<file path="src/rtl/hto_pkg.sv">
package hto_pkg;

  // Strobes issued by the control to the datapath each clock.
  typedef struct packed {
    logic loadPulse;   // start a fresh injected pulse
    logic clearPulse;  // abandon any injected pulse in progress
    logic blank;       // suppress all high-side drive
  } ctrlStrobes_t;

  // Event seen on a sample tick, for readable decoding in the control.
  typedef enum logic [1:0] {
    EV_NONE  = 2'b00,
    EV_UNDER = 2'b01,
    EV_OVER  = 2'b10,
    EV_BOTH  = 2'b11
  } sampleEvent_e;

endpackage

</file>
<file path="src/rtl/hto_sample_timer.sv">
module hto_sample_timer #(
  parameter int CNT_W = 16
) (
  input  logic             clk,
  input  logic             rstN,
  input  logic             cycleStart,
  input  logic [CNT_W-1:0] periodClks,
  output logic             sampleTick,
  output logic [CNT_W-1:0] quarterClks
);

  localparam logic [CNT_W-1:0] ONE = {{(CNT_W-1){1'b0}}, 1'b1};

  logic [CNT_W-1:0] rawQuarter;
  logic [CNT_W-1:0] lastCount;
  logic [CNT_W-1:0] subCnt;

  // A period shorter than four clocks still yields one tick per clock.
  always_comb begin
    rawQuarter  = periodClks >> 2;
    quarterClks = (rawQuarter == '0) ? ONE : rawQuarter;
    lastCount   = quarterClks - ONE;
  end

  // The cycle start realigns the quarter grid; the >= guards against a
  // period change that would leave the counter beyond the new limit.
  assign sampleTick = cycleStart | (subCnt >= lastCount);

  always_ff @(posedge clk) begin
    if (!rstN) begin
      subCnt <= '0;
    end else if (sampleTick) begin
      subCnt <= '0;
    end else begin
      subCnt <= subCnt + ONE;
    end
  end

endmodule

</file>
<file path="src/rtl/hto_datapath.sv">
module hto_datapath
  import hto_pkg::*;
#(
  parameter int CNT_W     = 16,
  parameter int SYNC_DEPTH = 2
) (
  input  logic             clk,
  input  logic             rstN,
  input  logic             enable,
  input  logic             hsReq,
  input  logic             cmpLow,
  input  logic             cmpHigh,
  input  logic [CNT_W-1:0] pulseClks,
  input  logic [CNT_W-1:0] quarterClks,
  input  ctrlStrobes_t     strobes,
  output logic             lowSync,
  output logic             highSync,
  output logic             injectActive,
  output logic             hsDrive
);

  localparam logic [CNT_W-1:0] ONE = {{(CNT_W-1){1'b0}}, 1'b1};
  localparam int NUM_CMP = 2;

  logic [NUM_CMP-1:0] cmpRaw;
  logic [NUM_CMP-1:0] cmpSynced;
  logic [CNT_W-1:0]   pulseLen;
  logic [CNT_W-1:0]   pulseCnt;
  logic               driveNext;

  assign cmpRaw = {cmpHigh, cmpLow};

  // One synchronizer chain per comparator output.
  for (genvar b = 0; b < NUM_CMP; b++) begin : gSync
    logic [SYNC_DEPTH-1:0] chain;
    always_ff @(posedge clk) begin
      if (!rstN) begin
        chain <= '0;
      end else begin
        chain <= {chain[SYNC_DEPTH-2:0], cmpRaw[b]};
      end
    end
    assign cmpSynced[b] = chain[SYNC_DEPTH-1];
  end

  assign lowSync  = cmpSynced[0];
  assign highSync = cmpSynced[1];

  // Injected pulse length: programmed count, or a quarter period when zero.
  assign pulseLen = (pulseClks == '0) ? quarterClks : pulseClks;

  always_ff @(posedge clk) begin
    if (!rstN) begin
      pulseCnt <= '0;
    end else if (strobes.clearPulse) begin
      pulseCnt <= '0;
    end else if (strobes.loadPulse) begin
      pulseCnt <= pulseLen;
    end else if (pulseCnt != '0) begin
      pulseCnt <= pulseCnt - ONE;
    end
  end

  assign injectActive = (pulseCnt != '0);

  // Final gating: blanking dominates every pulse source.
  always_comb begin
    if (enable) begin
      driveNext = (hsReq | injectActive) & ~strobes.blank;
    end else begin
      driveNext = hsReq;
    end
  end

  always_ff @(posedge clk) begin
    if (!rstN) begin
      hsDrive <= 1'b0;
    end else begin
      hsDrive <= driveNext;
    end
  end

endmodule

</file>
<file path="src/rtl/hto_control.sv">
module hto_control
  import hto_pkg::*;
(
  input  logic         clk,
  input  logic         rstN,
  input  logic         enable,
  input  logic         sampleTick,
  input  logic         lowSync,
  input  logic         highSync,
  output ctrlStrobes_t strobes
);

  sampleEvent_e tickEvent;
  logic         blankQ;
  logic         blankNext;

  // Decode the flags only on a tick while enabled.
  always_comb begin
    if (enable && sampleTick) begin
      tickEvent = sampleEvent_e'({highSync, lowSync});
    end else begin
      tickEvent = EV_NONE;
    end
  end

  // Blanking state is re-decided on each tick and held in between.
  always_comb begin
    blankNext = blankQ;
    if (!enable) begin
      blankNext = 1'b0;
    end else if (sampleTick) begin
      blankNext = (tickEvent == EV_OVER) || (tickEvent == EV_BOTH);
    end
  end

  always_ff @(posedge clk) begin
    if (!rstN) begin
      blankQ <= 1'b0;
    end else begin
      blankQ <= blankNext;
    end
  end

  always_comb begin
    strobes.blank      = blankQ;
    strobes.loadPulse  = (tickEvent == EV_UNDER);
    strobes.clearPulse = !enable || (tickEvent == EV_OVER) || (tickEvent == EV_BOTH);
  end

endmodule

</file>
<file path="src/rtl/hs_transient_override.sv">
module hs_transient_override
  import hto_pkg::*;
#(
  parameter int CNT_W = 16
) (
  input  logic             clk,
  input  logic             rstN,
  input  logic             enable,
  input  logic             pwmMode,
  input  logic             cycleStart,
  input  logic             hsReq,
  input  logic             cmpLow,
  input  logic             cmpHigh,
  input  logic [CNT_W-1:0] periodClks,
  input  logic [CNT_W-1:0] pulseClks,
  output logic             hsDrive
);

  localparam int SYNC_DEPTH = 2;

  logic             sampleTick;
  logic [CNT_W-1:0] quarterClks;
  logic             lowSync;
  logic             highSync;
  logic             injectActive;
  logic             blankState;
  ctrlStrobes_t     strobes;

  hto_sample_timer #(.CNT_W(CNT_W)) uTimer (
    .clk        (clk),
    .rstN       (rstN),
    .cycleStart (cycleStart),
    .periodClks (periodClks),
    .sampleTick (sampleTick),
    .quarterClks(quarterClks)
  );

  hto_control uCtrl (
    .clk       (clk),
    .rstN      (rstN),
    .enable    (enable),
    .sampleTick(sampleTick),
    .lowSync   (lowSync),
    .highSync  (highSync),
    .strobes   (strobes)
  );

  hto_datapath #(.CNT_W(CNT_W), .SYNC_DEPTH(SYNC_DEPTH)) uData (
    .clk         (clk),
    .rstN        (rstN),
    .enable      (enable),
    .hsReq       (hsReq),
    .cmpLow      (cmpLow),
    .cmpHigh     (cmpHigh),
    .pulseClks   (pulseClks),
    .quarterClks (quarterClks),
    .strobes     (strobes),
    .lowSync     (lowSync),
    .highSync    (highSync),
    .injectActive(injectActive),
    .hsDrive     (hsDrive)
  );

  assign blankState = strobes.blank;

endmodule

</file>
<file path="config.mk">
export PLATFORM = sky130hd
export DESIGN_NAME = hs_transient_override
export DESIGN_NICKNAME = d
export VERILOG_FILES = /design/src/rtl/hto_pkg.sv /design/src/rtl/hto_sample_timer.sv /design/src/rtl/hto_datapath.sv /design/src/rtl/hto_control.sv /design/src/rtl/hs_transient_override.sv
export SDC_FILE = /design/constraint.sdc
export NUM_CORES = 1
export LEC_CHECK = 0
export ABC_CLOCK_PERIOD_IN_PS = 3900
export BUFFER_PORTS_ARGS = -buffer_cell sky130_fd_sc_hd__buf_2
export CAP_MARGIN = 5
export CORE_ASPECT_RATIO = 0.8
export CORE_MARGIN = 2
export CORE_UTILIZATION = 51
export CTS_CLUSTER_SIZE = 40
export DETAILED_ROUTE_END_ITERATION = 7
export PLACE_DENSITY = 0.79
export SYNTH_ARGS = -nofsm -noshare
export SYNTH_HDL_FRONTEND = slang
export SYNTH_SLANG_ARGS = --single-unit
export TNS_END_PERCENT = 5
</file>
<file path="constraint.sdc">
create_clock -name clk -period 3.9 [get_ports clk]
set_clock_uncertainty 0.1 [all_clocks]
set_input_delay 0.39 -clock clk [delete_from_list [all_inputs] [get_ports clk]]
set_output_delay 0.39 -clock clk [all_outputs]
set_load 0.01 [all_outputs]
</file>
# Word-level counts from Yosys, hierarchy flattened
# Index checks and enable logic that the tools add are counted.
dict set report totals {
  reg_bits 38
  inputBits 40
  word_cells 36
  out_inout_bits 1
}
dict set report op_classes {
  n_addsub 3
  n_eq_ne 3
  n_mux 6
  bitwise_logic 5
  n_lt_le_gt_ge 1
  reduce_logical 12
}
# operator count
set op_table {}
lappend op_table {{$mux 16} 3}
lappend op_table {{$logic_not 16->1} 2}
lappend op_table {{$sub 16x1->16 const B} 2}
lappend op_table {{$add 16x1->16 const B} 1}
lappend op_table {{$ge 16x16->1} 1}
lappend op_table {{$reduce_bool 16->1} 1}
lappend op_table {{$mux 14} 1}
lappend op_table {{$eq 2x2->1 const B} 2}
lappend op_table {{$reduce_or 2->1} 2}
lappend op_table {{$logic_or 1x1->1} 3}
lappend op_table {{$eq 2x1->1 const B} 1}
lappend op_table {{$mux 2} 1}
lappend op_table {{$not 1->1} 2}
lappend op_table {{$or 1x1->1} 2}
lappend op_table {{$reduce_and 2->1} 1}
lappend op_table {{$reduce_bool 2->1} 1}
lappend op_table {{$and 1x1->1} 1}
lappend op_table {{$logic_and 1x1->1} 1}
lappend op_table {{$logic_not 1->1} 1}
lappend op_table {{$mux 1} 1}

# Longest topological paths before layout
# Gate-level depths: netlist (run 1).
dict set report logic_depth {
  ltp_word 11
  mapped_depth 17
  depth_no_buf 15
}

# Cells and area by module
# Synthesis (run 1) repeated with hierarchy kept, for this count alone.
dict set report unflattened {
  hier_cells 309
  area_unflattened_um2 2532.4
}
# mod seq_area_each_um2 n_inst area_per_inst_um2 cells_each
set by_module_without_submodules {}
lappend by_module_without_submodules {hto_sample_timer 320.3 1 1312.5 167}
lappend by_module_without_submodules {hto_datapath 420.4 1 1156.1 134}
lappend by_module_without_submodules {hto_control 20.0 1 63.8 8}

# Least setup slack after synthesis (run 1)
# Ideal clock, no wire load.
dict set report synth_timing {
  kind {input-to-reg}
  startpoint {input periodClks[5]}
  endpoint {register uData.pulseCnt[11]}
  t_arrival_ps 3839
  setup_time_ps 138
  t_required_ps 3662
  n_path_buf 2
  path_stages 14
  setup_slack_ps -176
  cell_sequence {or4_4 > or3_4 > or4_4 > nor2_2 > xnor2_1 > ha_1 > and4_1 > nand2_1 > or4_1 > and3_1 > buf_6 > buf_6 > a2111oi_4 > a211oi_1}
}
dict set report synth_via {
  elab_chain_cells 11
  word_cells_on_any_way 16
  classes_between {1 x add/sub; 1 x order compare; 3 x eq/ne; 4 x mux; 1 x bitwise; 6 x reduce/logical}
}
# element line_no
set synth_lines {}
lappend synth_lines {{start, declared} hs_transient_override.sv:14} ;# input logic [CNT_W-1:0] periodClks,
lappend synth_lines {{$logic_not 16->1} hto_sample_timer.sv:21} ;# quarterClks = (rawQuarter == '0) ? ONE : rawQuarter;
lappend synth_lines {{$mux 14 (*)} hto_sample_timer.sv:21}
lappend synth_lines {{$sub 16x1->16} hto_sample_timer.sv:22} ;# lastCount = quarterClks - ONE;
lappend synth_lines {{$ge 16x16->1} hto_sample_timer.sv:27} ;# assign sampleTick = cycleStart | (subCnt >= lastCount);
lappend synth_lines {{$or 1x1->1} hto_sample_timer.sv:27}
lappend synth_lines {{$logic_and 1x1->1} hto_control.sv:19} ;# if (enable && sampleTick) begin
lappend synth_lines {{$mux 2} hto_control.sv:19}
lappend synth_lines {{$eq 2x2->1} hto_control.sv:47} ;# strobes.clearPulse = !enable || (tickEvent == EV_OVER) || (tickEvent == EV_BOTH);
lappend synth_lines {{$logic_or 1x1->1 (2 in series)} hto_control.sv:47}
lappend synth_lines {{$reduce_or 2->1 (no line)} --}
lappend synth_lines {{end signal, assigned} hto_datapath.sv:58} ;# pulseCnt <= pulseLen;
lappend synth_lines {{end signal, assigned} hto_datapath.sv:60} ;# pulseCnt <= pulseCnt - ONE;
lappend synth_lines {{end, declared} hto_datapath.sv:28} ;# logic [CNT_W-1:0] pulseCnt;
# Mark *: on every way between the ends. The rest lies on a longest branch, timed or not.
# A chain may end at the register's enable or synchronous reset.

# Worst setup path after layout (run 1)
dict set report layout_timing {
  startpoint {input periodClks[5]}
  endpoint {register uData.pulseCnt[12]}
}
# The elaborated chain is that of the path after synthesis.

==> impl_metrics.toml, run 1 <==
[timing]
slew-limit-headroom_pct = 50.15
rsz0062_at_grt = "true"
finalHoldViolCount = 0
period_needed_ns = 3.921
timing.hold.ws_ns = 0.1975
worst_pin_slew_ns = 0.7477
setup_slack_ns = -0.02116
tns_ns = -0.02116
fmax_ghz = 0.2550
setup_viol_count_final = 1
slew_violations = 0
min_period_over_period_pct = 100.5

[run]
drv_cap = 0

[routing]
drc_errors = 0
drt_iter0_drc = 70
wl_per_cell_um = 14.22
m1WireLength_um = 2798
dr_wl_met2_um = 3068
met3WireLength_um = 120
route.vias.total = 2372
dr.pass1.iters = 4
wl_um = 6045
avgViaCountPerCell = 5.581
highest_layer = "met4"
drtAntennaViolNets = 0

[place]
gp_congestion = 0.8648
io_buffer_count = 37
place_area_mm2 = 0.003034
hpwl_um = 4815

[cts]
numCtsBuffers = 5
cts_tree = "yes"
clock_path_buffers = 2
clk_latency_ns = 0.29
root_buffer = "clkbuf_8"
path_clk_slew_ns = 0.07
cts_sinks = 38
cts.htree.levels = 2

[floorplan]
pin_count = 41
start_util_pct = 52.07
num_rows = 23
die_h_um = 67.40
die_area_mm2 = 0.005611
die_x_um = 83.25
coreArea_mm2 = 0.004921

[critical_path]
cp_max_fo = 8
r2r_cells = 9
required_ns = 3.97
cp_data_arrival_time_ns = 4.00
path_class = "in -> reg"
endpoint_kind = "flop"
r2r_slack_ns = 1.31
r2r-start = "uTimer.subCnt[0]"
r2r-end = "uData.pulseCnt[11]"
crit_path_start_kind = "input pin"

[yosys]
synth_area_leaders = "dfxtp_1 30%, ha_1 9.3%, xnor2_1 6.8%"
synth_top_family_by_area = "simple AND/OR/NAND/NOR gates"
synth.area.mux_share_pct = 1.172
synth_area_mm2 = 0.002562
seq_area_frac_synth_pct = 29.69
yosysWarnings = 0
synthTopCellsByCount = "38 x dfxtp_1, 35 x nor2_1, 29 x nand2_1"
synth-xor-area-share_pct = 10.94
synth_top_area_cell = "dfxtp_1"
syn-num-nets = 354
syn_inst = 295
synthArstFlopShare_pct = 0
avgSynthCellArea_um2 = 8.686
synth-simple-area-share_pct = 27.39
synth.distinct_cells = 47
synth-edff-count = 0
synth_compound_area_share_pct = 18.80
synth_flop_cell = "dfxtp_1"
ys_seq_elements = 38
synthAdderAreaFrac_pct = 9.277
synth_top_area_share_pct = 29.69
yosysMostFrequentCell = "dfxtp_1"

[global_route]
grt_pass1_wl_um = 9839
grt.overflow.total = 0
grt_pass1_vias = 2206
grt_max_degree = 17
grt_use_total_pct = 21.97
antenna_found_initial = 0

[power]
seqPwrFrac_pct = 29.3
powerDensity_mw_per_mm2 = 572.9
switchingPower_uw = 761.3
pwr-share-clk_pct = 15.4
combPwrFrac_pct = 55.3
power.internal_uw = 1072
total_power_uw = 1834
p_sw_share_pct = 41.52
p_leak_uw = 0.001253
vdd_ir_drop_max_uv = 761.7

[outcome]
status = "finished, violations left"
violations = "negative setup slack"

[hold_path]
min_to = "uData.gSync[1].chain[0]"
whs_path_depth = 2
worstHoldPathType = "in -> reg"
min_from = "cmpHigh"

[cells_and_area]
finalInstanceArea_mm2 = 0.003201
diodes = 0
area_growth_syn_to_layout_pct = 24.90
layout-drive-gt1-share_pct = 27.00
fillCellCount = 415
nets = 421
==> layout by cell type, fill, tap and decap left out, drive strengths merged, types with 4 or more instances in the layout <==
cell type and n:
xor2 12, clkbuf 7, xnor2 20, a21oi 13, a211oi 14, and2 5
buf 68, inv 5, dfxtp 38, nor4 8, nor3 12, nand2b 4
nand2 29, and3 5, or3 5, nand3 11, nor2 36, ha 19
a2111oi 14, or4 6, o21ai 7
==> cells by family (layout without fill, tap and decap cells) <==
group / count (synthesis) / after routing
buf+inv: 13 / 81
xor+xnor: 32 / 32
compound gates: 56 / 56
fa+ha+maj: 19 / 19
mux: 3 / 3
simple gates: 133 / 133
other cells: 1 / 1
flops: 38 / 38
==> per-stage QoR <==
stage	util, %	worst slack [ns]	cells
2_1_floorplan	-	-0.05459	295
3_3_place_gp	61.66	-0.4312	414
3_5_place_dp	61.66	-0.5929	414
4_1_cts	64.91	0.007167	425
5_1_grt	65.04	-0.09481	425
6_report	65.04	-0.02116	425
==> layer usage <==
metal	vias up	track usage [%]
li1	1213	-
met1	1130	26.21
met2	21	41.03
met3	8	4.401
met4	0	5.943
met5	-	0
==> flip-flops by register name (all words and copies together) (netlist names) <==
signal	flops
uCtrl.blankQ	1
uData.pulseCnt	16
uData.hsDrive	1
uData.gSync.chain	4
uTimer.subCnt	16
==> worst max-delay path by stage <==
stage / cells past startpoint / end / start / slack, ns
floorplan: 14 / uData.pulseCnt[11] / periodClks[8] / -0.05
global placement: 13 / uData.pulseCnt[7] / periodClks[8] / -0.43
detailed placement: 14 / uData.pulseCnt[1] / periodClks[8] / -0.59
CTS: 15 / uData.pulseCnt[12] / periodClks[5] / 0.007
global route: 14 / uData.pulseCnt[9] / periodClks[5] / -0.09
finish: 15 / uData.pulseCnt[12] / periodClks[5] / -0.02
==> worst max-delay path, cell delays in order <==
cell and delay, ns:
buf_2 0.10, or4_4 0.57, or3_4 0.35, or4_4 0.53, nor2_4 0.10, xnor2_1 0.08, ha_1 0.30, and4_1 0.21
nand2_1 0.06, or4_4 0.42, and3_4 0.20, buf_4 0.15, buf_6 0.13, a2111oi_4 0.34, a211oi_2 0.06
==> area by class of cell <==
class                      count  area, um2  area share, %
sequential                    38      760.7          23.77
inverter                       5      18.77         0.5864
multi-input combinational    244       1805          56.41
timing repair buffer          68      446.7          13.96
clock inverter                 1      5.005         0.1564
tap                           62      77.57          2.424
clock buffer                   7      86.33          2.697
==> repair_timing <==
action,4_1_cts,5_1_grt
gates resized for setup,11,4
endpoints found under the setup margin,15,15
gates cloned,0,0
buffers inserted,3,0
hold buffers,0,0
pin swaps,7,0
==> power by group through the flow <==
stage / Sequential, uW / Combinational, uW / Clock, uW
floorplan: 525 / 810 / 0
CTS: 534 / 1020 / 288
global route: 546 / 1140 / 304
finish: 537 / 1010 / 283
detailed placement: 540 / 1010 / 0
global placement: 539 / 983 / 0
(Power assumes the default switching activity.)
==> run 2, diff against run 1 <==
--- a/config.mk
+++ b/config.mk
@@ -9,7 +9,6 @@
 export BUFFER_PORTS_ARGS = -buffer_cell sky130_fd_sc_hd__buf_2
 export CAP_MARGIN = 5
 export CORE_ASPECT_RATIO = 0.8
-export CORE_MARGIN = 2
 export CORE_UTILIZATION = 51
 export CTS_CLUSTER_SIZE = 40
 export DETAILED_ROUTE_END_ITERATION = 7
==> impl_metrics.toml, run 2 (synthesis gave the netlist of run 1 again) <==
[floorplan]
coreArea_mm2 = 0.004707
pin_count = 41
die_area_mm2 = 0.005314
start_util_pct = 54.44
num_rows = 22
die_h_um = 65.40
die_x_um = 81.25

[critical_path]
cp_data_arrival_time_ns = 3.92
endpoint_kind = "flop"
required_ns = 3.97
path_class = "in -> reg"
r2r_cells = 10
crit_path_start_kind = "input pin"
cp_max_fo = 7

[timing]
fmax_ghz = 0.2599
min_period_over_period_pct = 98.68
slew-limit-headroom_pct = 37.80
setup_viol_count_final = 0
rsz0062_at_grt = "true"
slew_violations = 0
worst_pin_slew_ns = 0.9329
finalHoldViolCount = 0
period_needed_ns = 3.848

[cells_and_area]
area_growth_syn_to_layout_pct = 26.27
fillCellCount = 382
layout-drive-gt1-share_pct = 28.53
finalInstanceArea_mm2 = 0.003236
layout_common_cells = "38 x dfxtp_1, 37 x buf_2, 34 x nor2_1"
largestRegisters = "uData.pulseCnt x16, uTimer.subCnt x16, uData.gSync.chain x4"
fin_util_pct = 68.74
diodes = 0
seq_area_um2 = 760.7
final_common_cell = "dfxtp_1"
nets = 420
multiInputGateArea_mm2 = 0.001837

[cts]
clock_path_buffers = 2
cts.htree.levels = 2
numCtsBuffers = 5
root_buffer = "clkbuf_8"
cts_tree = "yes"
cts_sinks = 38
path_clk_slew_ns = 0.08
clk_latency_ns = 0.30

[place]
io_buffer_count = 37
place_area_mm2 = 0.003024
gp_congestion = 0.8797
hpwl_um = 5108

[power]
pwr-share-clk_pct = 17.4
power.internal_uw = 1152
vdd_ir_drop_max_uv = 583.4
combPwrFrac_pct = 55.6
switchingPower_uw = 830.5
p_leak_uw = 0.001253
seqPwrFrac_pct = 27.0
powerDensity_mw_per_mm2 = 612.7
p_sw_share_pct = 41.89

[outcome]
status = "finished clean"

[routing]
route.vias.total = 2498
wl_per_cell_um = 16.00
wl_um = 6736
dr.pass1.iters = 4
drc_errors = 0
drt_iter0_drc = 199
drtAntennaViolNets = 0
avgViaCountPerCell = 5.933

[hold_path]
whs_path_depth = 2
worstHoldPathType = "in -> reg"

[global_route]
grt_use_total_pct = 26.97
grt_pass1_wl_um = 10820
antenna_found_initial = 0
grt.overflow.total = 0
grt_max_degree = 17
grt_pass1_vias = 2324

[run]
drv_cap = 0
[run 2: metrics by stage]
step	hold WS, ns	setup TNS [ns]	worst slack (ns)	total power (uW)	instances
4_1_cts	0.1995	0	0.01260	1935	418
5_1_grt	0.1998	-0.4212	-0.06945	2134	421
6_report	0.1966	0	0.05167	1983	421
3_3_place_gp	0.3263	-10.29	-0.5106	1556	411
2_1_floorplan	0.3118	-0.5639	-0.05459	1335	295
3_5_place_dp	0.3334	-12.92	-0.6161	1582	411
[run 2: path summary, 6_finish.rpt]
check                                        startpoint                 endpoint  slack, ns
worst max-delay path                      periodClks[5]        uData.pulseCnt[8]       0.05
worst min-delay path                            cmpHigh  uData.gSync[1].chain[0]       0.20
worst max register to register         uTimer.subCnt[0]        uData.pulseCnt[1]       1.39
worst min register to register  uData.gSync[0].chain[0]  uData.gSync[0].chain[1]       0.34
[run 2: cell type report]
cell class                      count  area share, %
Inverter                            5         0.5800
Multi-Input combinational cell    245          56.77
Sequential cell                    38          23.51
Clock inverter                      1         0.9281
Timing Repair Buffer               66          13.34
Clock buffer                        6          2.552
Tap cell                           60          2.320
[run 2: layer usage]
metal	vias up	part of all wire (%)	wire length, um	track usage, %
li1	1211	-	-	-
met1	1177	47	3161	37.15
met2	98	45	3030	42.44
met3	12	6.9	467	4.444
met4	0	1.1	76	9.152
met5	-	0	0	0
[run 2: power groups by stage]
stage	Clock (uW)	Combinational, uW	Sequential [uW]
2_1_floorplan	0	810	525
5_1_grt	371	1220	548
3_3_place_gp	0	1020	539
3_5_place_dp	0	1040	542
4_1_cts	348	1060	533
6_report	345	1100	535
[run 2: what timing repair did]
action | in CTS | in global routing
cloned | 0 | 1
hold buffers | 0 | 0
setup endpoints to repair | 30 | 31
pin swaps | 0 | 4
setup buffers | 0 | 2
resized for setup | 10 | 14
[run 2: worst max-delay path, cell delays in order]
cell and delay [ns]:
buf_2 0.11, or4_4 0.58, or3_4 0.37, or4_4 0.56, nor2_4 0.12, xnor2_1 0.07
ha_1 0.29, and4_1 0.21, nand2_1 0.06, or4_4 0.44, and3_4 0.23, a2111oi_1 0.41
a211oi_1 0.09
